--- src/rtl/sdram_seq_pkg.sv ---
package sdram_seq_pkg;
  typedef enum logic [3:0] {
    CMD_MRS = 4'b0000,
    CMD_REF = 4'b0001,
    CMD_PRE = 4'b0010,
    CMD_ACT = 4'b0011,
    CMD_WR  = 4'b0100,
    CMD_RD  = 4'b0101,
    CMD_NOP = 4'b0111
  } sd_cmd_e;

  typedef enum logic [3:0] {
    S_IDLE, S_WAIT, S_IPRE, S_IREF1, S_IREF2, S_IMRS, S_ACT, S_RD,
    S_WR, S_PRE, S_FPRE, S_REF, S_SRE, S_SREF, S_SRX
  } seq_state_e;
endpackage

--- src/rtl/sdram_addr_split.sv ---
module sdram_addr_split #(
  parameter int ADDR_W = 24,
  parameter int BA_W   = 2,
  parameter int ROW_W  = 13
) (
  input  logic [ADDR_W-1:0] addr_i,
  input  logic [1:0]        col_w_i,
  output logic [BA_W-1:0]   ba_o,
  output logic [ROW_W-1:0]  row_o,
  output logic [ROW_W-1:0]  col_a_o
);
  localparam int MAX_COL = 11;

  logic [3:0]         cw;
  logic [MAX_COL-1:0] mask;
  logic [MAX_COL-1:0] col;
  logic [ADDR_W-1:0]  rest;

  always_comb begin
    cw   = 4'd8 + {2'b00, col_w_i};
    mask = ~({MAX_COL{1'b1}} << cw);
    col  = addr_i[MAX_COL-1:0] & mask;
    rest = addr_i >> cw;
  end

  assign ba_o  = rest[BA_W-1:0];
  assign row_o = rest[BA_W +: ROW_W];

  // bit 10 is the all-bank flag, so column bit 10 moves up to bit 11
  for (genvar i = 0; i < ROW_W; i++) begin : g_col
    if (i < 10) begin : g_lo
      assign col_a_o[i] = col[i];
    end else if (i == 11) begin : g_hi
      assign col_a_o[i] = col[10];
    end else begin : g_zero
      assign col_a_o[i] = 1'b0;
    end
  end
endmodule

--- src/rtl/sdram_ref_timer.sv ---
module sdram_ref_timer #(
  parameter int PERIOD = 390
) (
  input  logic clk_i,
  input  logic rst_ni,
  output logic tick_o
);
  localparam int W = $clog2(PERIOD);

  logic [W-1:0] cnt_q;

  assign tick_o = (cnt_q == W'(PERIOD - 1));

  always_ff @(posedge clk_i or negedge rst_ni) begin
    if (!rst_ni)     cnt_q <= '0;
    else if (tick_o) cnt_q <= '0;
    else             cnt_q <= cnt_q + 1'b1;
  end
endmodule

--- src/rtl/sdram_cmd_seq.sv ---
module sdram_cmd_seq
  import sdram_seq_pkg::*;
#(
  parameter int ADDR_W     = 24,
  parameter int BA_W       = 2,
  parameter int ROW_W      = 13,
  parameter int T_RCD      = 2,
  parameter int T_RP       = 2,
  parameter int T_RFC      = 4,
  parameter int T_MRD      = 2,
  parameter int T_XSR      = 3,
  parameter int REF_PERIOD = 390,
  parameter logic [ROW_W-1:0] MODE_WORD = 13'h020
) (
  input  logic              clk_i,
  input  logic              rst_ni,
  input  logic              req_valid_i,
  input  logic              req_write_i,
  input  logic [ADDR_W-1:0] req_addr_i,
  output logic              req_ready_o,
  output logic              req_done_o,
  input  logic [1:0]        cfg_col_w_i,
  input  logic [1:0]        cfg_twr_i,
  input  logic              cfg_ref_off_i,
  input  logic              ctl_pwrup_i,
  input  logic              ctl_sref_i,
  input  logic              ctl_fref_i,
  input  logic              ctl_fpre_i,
  output logic              sd_cs_n_o,
  output logic              sd_ras_n_o,
  output logic              sd_cas_n_o,
  output logic              sd_we_n_o,
  output logic              sd_cke_o,
  output logic [BA_W-1:0]   sd_ba_o,
  output logic [ROW_W-1:0]  sd_a_o,
  output logic              busy_o
);
  localparam int DLY_W = $clog2(T_RCD + T_RP + T_RFC + T_MRD + T_XSR + 6);

  seq_state_e st_q, st_d, nxt_q, nxt_d, tgt;
  logic [DLY_W-1:0] cnt_q, cnt_d, dly;
  logic go;
  sd_cmd_e cmd;

  logic pu_arm_q, sref_q, fref_q, fpre_q, rpend_q;
  logic clr_pu, clr_sref, clr_fref, clr_fpre;
  logic ref_tick, accept;

  logic             wr_q;
  logic [BA_W-1:0]  ba_q, sp_ba;
  logic [ROW_W-1:0] row_q, col_q, sp_row, sp_col;
  logic [1:0]       twr_eff;

  sdram_addr_split #(.ADDR_W(ADDR_W), .BA_W(BA_W), .ROW_W(ROW_W)) u_split (
    .addr_i (req_addr_i),
    .col_w_i(cfg_col_w_i),
    .ba_o   (sp_ba),
    .row_o  (sp_row),
    .col_a_o(sp_col)
  );

  sdram_ref_timer #(.PERIOD(REF_PERIOD)) u_ref (
    .clk_i (clk_i),
    .rst_ni(rst_ni),
    .tick_o(ref_tick)
  );

  assign req_ready_o = (st_q == S_IDLE && !(fpre_q || fref_q || rpend_q || sref_q))
                       || st_q == S_SREF;
  assign accept  = req_valid_i && req_ready_o;
  assign busy_o  = !(st_q == S_IDLE || st_q == S_SREF);
  assign twr_eff = (cfg_twr_i == 2'd0) ? 2'd1 : cfg_twr_i;
  assign {sd_cs_n_o, sd_ras_n_o, sd_cas_n_o, sd_we_n_o} = cmd;

  always_comb begin
    st_d = st_q;  nxt_d = nxt_q;  cnt_d = cnt_q;
    go = 1'b0;  dly = '0;  tgt = S_IDLE;
    cmd = CMD_NOP;  sd_ba_o = '0;  sd_a_o = '0;  sd_cke_o = 1'b1;  req_done_o = 1'b0;
    clr_pu = 1'b0;  clr_sref = 1'b0;  clr_fref = 1'b0;  clr_fpre = 1'b0;
    unique case (st_q)
      S_IDLE: begin
        if (fpre_q)                st_d = S_FPRE;
        else if (fref_q || rpend_q) st_d = S_REF;
        else if (sref_q)           st_d = S_SRE;
        else if (accept)           st_d = pu_arm_q ? S_IPRE : S_ACT;
      end
      S_WAIT: begin
        cnt_d = cnt_q - 1'b1;
        if (cnt_q == DLY_W'(1)) st_d = nxt_q;
      end
      S_FPRE: begin
        cmd = CMD_PRE;  sd_a_o[10] = 1'b1;  clr_fpre = 1'b1;
        go = 1'b1;  dly = DLY_W'(T_RP);  tgt = S_IDLE;
      end
      S_REF: begin
        cmd = CMD_REF;  clr_fref = 1'b1;
        go = 1'b1;  dly = DLY_W'(T_RFC);  tgt = S_IDLE;
      end
      S_SRE: begin
        cmd = CMD_REF;  sd_cke_o = 1'b0;  clr_sref = 1'b1;
        st_d = S_SREF;
      end
      S_SREF: begin
        sd_cke_o = 1'b0;
        if (accept) st_d = S_SRX;
      end
      S_SRX: begin
        go = 1'b1;  dly = DLY_W'(T_XSR);  tgt = pu_arm_q ? S_IPRE : S_ACT;
      end
      S_IPRE: begin
        cmd = CMD_PRE;  sd_a_o[10] = 1'b1;  clr_pu = 1'b1;
        go = 1'b1;  dly = DLY_W'(T_RP);  tgt = S_IREF1;
      end
      S_IREF1: begin
        cmd = CMD_REF;  go = 1'b1;  dly = DLY_W'(T_RFC);  tgt = S_IREF2;
      end
      S_IREF2: begin
        cmd = CMD_REF;  go = 1'b1;  dly = DLY_W'(T_RFC);  tgt = S_IMRS;
      end
      S_IMRS: begin
        cmd = CMD_MRS;  sd_a_o = MODE_WORD;
        go = 1'b1;  dly = DLY_W'(T_MRD);  tgt = S_ACT;
      end
      S_ACT: begin
        cmd = CMD_ACT;  sd_ba_o = ba_q;  sd_a_o = row_q;
        go = 1'b1;  dly = DLY_W'(T_RCD);  tgt = wr_q ? S_WR : S_RD;
      end
      S_RD: begin
        cmd = CMD_RD;  sd_ba_o = ba_q;  sd_a_o = col_q;
        go = 1'b1;  dly = DLY_W'(1);  tgt = S_PRE;
      end
      S_WR: begin
        cmd = CMD_WR;  sd_ba_o = ba_q;  sd_a_o = col_q;
        go = 1'b1;  dly = DLY_W'(twr_eff) + 1'b1;  tgt = S_PRE;
      end
      S_PRE: begin
        cmd = CMD_PRE;  sd_ba_o = ba_q;  req_done_o = 1'b1;
        go = 1'b1;  dly = DLY_W'(T_RP);  tgt = S_IDLE;
      end
      default: st_d = S_IDLE;
    endcase
    if (go) begin
      if (dly <= DLY_W'(1)) st_d = tgt;
      else begin
        st_d = S_WAIT;  cnt_d = dly - 1'b1;  nxt_d = tgt;
      end
    end
  end

  always_ff @(posedge clk_i or negedge rst_ni) begin
    if (!rst_ni) begin
      st_q <= S_IDLE;  nxt_q <= S_IDLE;  cnt_q <= '0;
      pu_arm_q <= 1'b0;  sref_q <= 1'b0;  fref_q <= 1'b0;  fpre_q <= 1'b0;  rpend_q <= 1'b0;
      wr_q <= 1'b0;  ba_q <= '0;  row_q <= '0;  col_q <= '0;
    end else begin
      st_q  <= st_d;
      nxt_q <= nxt_d;
      cnt_q <= cnt_d;
      pu_arm_q <= (pu_arm_q && !clr_pu)   || ctl_pwrup_i;
      sref_q   <= (sref_q   && !clr_sref) || ctl_sref_i;
      fref_q   <= (fref_q   && !clr_fref) || ctl_fref_i;
      fpre_q   <= (fpre_q   && !clr_fpre) || ctl_fpre_i;
      rpend_q  <= (rpend_q  && !clr_fref) ||
                  (ref_tick && !cfg_ref_off_i && st_q != S_SREF && st_q != S_SRE);
      if (accept) begin
        wr_q  <= req_write_i;
        ba_q  <= sp_ba;
        row_q <= sp_row;
        col_q <= sp_col;
      end
    end
  end
endmodule

--- config.mk ---
export PLATFORM = sky130hd
export DESIGN_NAME = sdram_cmd_seq
export DESIGN_NICKNAME = d
export VERILOG_FILES = /design/src/rtl/sdram_seq_pkg.sv /design/src/rtl/sdram_addr_split.sv /design/src/rtl/sdram_ref_timer.sv /design/src/rtl/sdram_cmd_seq.sv
export SDC_FILE = /design/constraint.sdc
export NUM_CORES = 1
export LEC_CHECK = 0
export ABC_AREA = 1
export BUFFER_PORTS_ARGS = -buffer_cell sky130_fd_sc_hd__buf_4
export CAP_MARGIN = 20
export CORE_ASPECT_RATIO = 1.75
export CORE_UTILIZATION = 40
export CTS_CLUSTER_SIZE = 20
export DETAILED_ROUTE_END_ITERATION = 8
export HOLD_SLACK_MARGIN = 0.15
export SETUP_SLACK_MARGIN = 0.4
export SLEW_MARGIN = 30
export SYNTH_ARGS = -nofsm -noshare
export SYNTH_HDL_FRONTEND = slang
export SYNTH_SLANG_ARGS = --single-unit
--- constraint.sdc ---
create_clock -name clk_i -period 2.98 [get_ports clk_i]
set_clock_uncertainty 0.15 [all_clocks]
set_input_delay 0.596 -clock clk_i [delete_from_list [all_inputs] [get_ports clk_i]]
set_output_delay 0.596 -clock clk_i [all_outputs]
set_load 0.005 [all_outputs]
==> metrics.md <==
| Metric | Value |
|---|---|
| Largest net degree at the start of global routing | 55 |
| Area grow syn2layout | 20.3% |
| Clock buffer depth | 2 |
| Worst Reg2Reg Path Length in Cells | 11 |
| Pwr per Cell Area | 752 nW/µm² |
| CP Launch Type | register |
| Detailed Route WL | 8670 µm |
| Grt ovf | 0 |
| Register area share after synthesis | 0.418 |
| FF-to-FF End | st_q[3] |
| Slew Viols, Final | 0 |
| Vias per cell | 5.08 |
| Nets | 543 |
| EDFF count, synth | 0 |
| Synth cell types | 35 |
| Syn_nets | 489 |
| Chip width | 70.0 µm |
| Gr usage total | 0.218 |
| VDD IR max | 0.367 mV |
| Pre-CTS setup slack | 0.689 ns |
| Final period util | 0.838 |
| N_diodes | 0 |
| Max Cap Viol | 0 |
| DIE AREA | 8460 µm² |
| Sequential power share | 0.324 |
| Io pins | 60 |
| Critical Path Source | st_q[3] |
| Initial antenna violation count | 0 |
| Post-synthesis instance total | 445 |
| Final setup fails | 0 |
| ANT nets after route | 0 |
| IO buf count | 58 |
| Setup TNS | 0 ns |
| DP HPWL | 6870 µm |
| Worst EP required | 2.23 ns |
| Die H | 121 µm |
| CTS tree | yes |
| Post-cts resize count | 0 |
| Critical Path Fanout Max | 15 |
| LEAKAGE | 2.05 nW |
| Hold Fails Final Rpt | 0 |
| PnR worst setup slack | 0.483 ns |
| Crit path time final | 2.50 ns |
| Via count | 2998 |
| DR pass1 iterations | 4 |
| Min-Delay Path Class | in2async |
| Power consumption | 2.93 mW |
| Initial Utilization | 0.412 |
| Slew @ Worst Pin | 0.707 ns |
| Comb pwr share | 0.454 |
| Vias in the first global route | 3043 |
| Share of layout cells above drive strength 1 | 0.186 |
| FF+latch count, synth | 54 |
| Most used DFF post-synth | dfrtp_1 |
| Kind of critical path | reg2out |
| Ys Warns | 0 |
| Int Pwr | 1.75 mW |
| Switching Share | 0.403 |
| FMAX | 401 MHz |
| GPL Wtd Cong | 0.883 |
| Crit path capture type | output port |
| Global-route wire length before repair | 13900 µm |
| WP data arrival | 1.75 ns |
| Iteration-0 DRC Markers | 165 |
| RSZ-0062 raised after global routing | yes |
| Post-route DRC | 0 |
| Hold buffers post-CTS | 0 |
| Sinks on Clock Net | 54 |
| Net Switching | 1.18 mW |
| Core footprint | 7860 µm² |
| Root Buffer | clkbuf_16 |
| RR Startpoint | st_q[3] |
| Synthesized cell area | 3230 µm² |
| Clk pwr share | 0.223 |
| # H-tree levels | 2 |
| Syn avg cell area | 7.27 µm² |
| Floorplan row count | 43 |
| Clk slew on worst S/H paths | 0.07 ns |
| Clk_lat worst skew | 0.29 ns |
| Outcome | complete, no violations |
| Reg2Reg Setup Slack | 0.66 ns |
| DR WL/cell | 14.7 µm |
| Slew margin rel. | 0.525 |
| Post-CTS Repair Setup Buffers | 0 |
| Total CTS buffers | 5 |
| Post-synth ARST share | 1.00 |
| Critical path endpoint | sd_a_o[5] |
[cell type report]
class / instances / area (µm²)
Clock inverter: 1 / 30.0
Timing Repair Buffer: 59 / 443
Inverter: 71 / 268
Tap cell: 90 / 113
Multi-Input combinational cell: 308 / 1550
Sequential cell: 54 / 1350
Fill cell: 850 / 3960
Clock buffer: 7 / 133
[critical path, stage by stage (launching register included)]
cell and delay, ns:
dfrtp_1 0.44, inv_1 0.10, nand2_1 0.10, nor2_2 0.16
inv_1 0.07, buf_4 0.19, o211ai_1 0.24, buf_4 0.16
[through the flow]
stage          instance area [µm²]  hold slack, ns  instances   util
6_report                      3890           0.200        590  0.495
3_3_place_gp                  3710           0.306        581  0.472
2_1_floorplan                 3230           0.150        445      -
3_5_place_dp                  3710           0.313        581  0.472
4_1_cts                       3870           0.228        589  0.493
5_1_grt                       3890           0.252        590  0.495
[kinds of logic after synthesis]
kind of cell    after synthesis  share of synthesized area
compound gates               73                      0.125
xor+xnor                      4                     0.0108
fa+ha+maj                     7                     0.0271
buf+inv                      84                      0.108
flops                        54                      0.418
mux                           8                     0.0248
other cells                   1                    0.00116
simple gates                214                      0.285
[cells in the final DEF, fill, tap and decap left out, types with 5 or more instances in the layout]
cell | netlist | routed
nand3_1 | 26 | 26
clkbuf_16 | 0 | 5
buf_4 | 4 | 59
a21oi_1 | 7 | 7
nor2_1 | 29 | 28
dfrtp_1 | 54 | 52
o21ai_0 | 24 | 24
o211ai_1 | 7 | 7
nand4_1 | 8 | 8
o21ai_1 | 25 | 25
mux2i_1 | 8 | 8
nand2_2 | 6 | 8
ha_1 | 7 | 7
inv_2 | 8 | 8
nand2_1 | 131 | 129
inv_1 | 62 | 62
[Yosys cell counts (all sizes together), types with 2 or more instances]
library cell / n / area, µm²
or2: 2 / 12.5
mux2i: 8 / 80.1
nand3: 26 / 130
nand4: 8 / 50.1
o211ai: 7 / 52.6
dfrtp: 54 / 1350
o22ai: 3 / 18.8
inv: 70 / 263
nand3b: 2 / 15.0
nor3: 4 / 20.0
o21bai: 2 / 15.0
a21oi: 7 / 35.0
o21ai: 49 / 245
nand2: 137 / 529
buf: 9 / 67.6
a21o: 2 / 15.0
clkbuf: 4 / 15.0
xor2: 3 / 26.3
nor2: 33 / 148
ha: 7 / 87.6
[how the worst min path moves through the flow]
stage / start / endpoint / slack [ns] / cells after the start
6_report: rst_ni / fref_q / 0.20 / 1
5_1_grt: rst_ni / fref_q / 0.25 / 1
3_3_place_gp: col_q[0] / col_q[0] / 0.31 / 2
4_1_cts: rst_ni / st_q[2] / 0.23 / 1
2_1_floorplan: rst_ni / ba_q[0] / 0.15 / 0
3_5_place_dp: col_q[5] / col_q[5] / 0.31 / 2
[sequential cells by signal, indices dropped and copies added (netlist names)]
register     count
row_q           13
cnt_q            5
col_q           11
pu_arm_q         1
fref_q           1
fpre_q           1
st_q             4
u_ref.cnt_q      9
nxt_q            4
rpend_q          1
ba_q             2
wr_q             1
sref_q           1
[per-layer routing]
layer | routed length (µm) | share of wire | global-route usage | vias to the layer above
met4 | 350 | 0.040 | 0.114 | 0
met5 | 0 | 0 | 0 | -
met3 | 207 | 0.024 | 0.0341 | 24
met1 | 3030 | 0.35 | 0.201 | 1386
met2 | 5080 | 0.59 | 0.440 | 73
li1 | - | - | - | 1515
[power by group through the flow]
stage	Clock [mW]	Combinational, mW	Sequential (mW)
floorplan	0	0.851	0.939
finish	0.652	1.33	0.948
global route	0.696	1.51	0.963
detailed placement	0	1.31	0.957
global placement	0	1.31	0.955
CTS	0.674	1.33	0.944
Power figures use the tool's default switching activity.
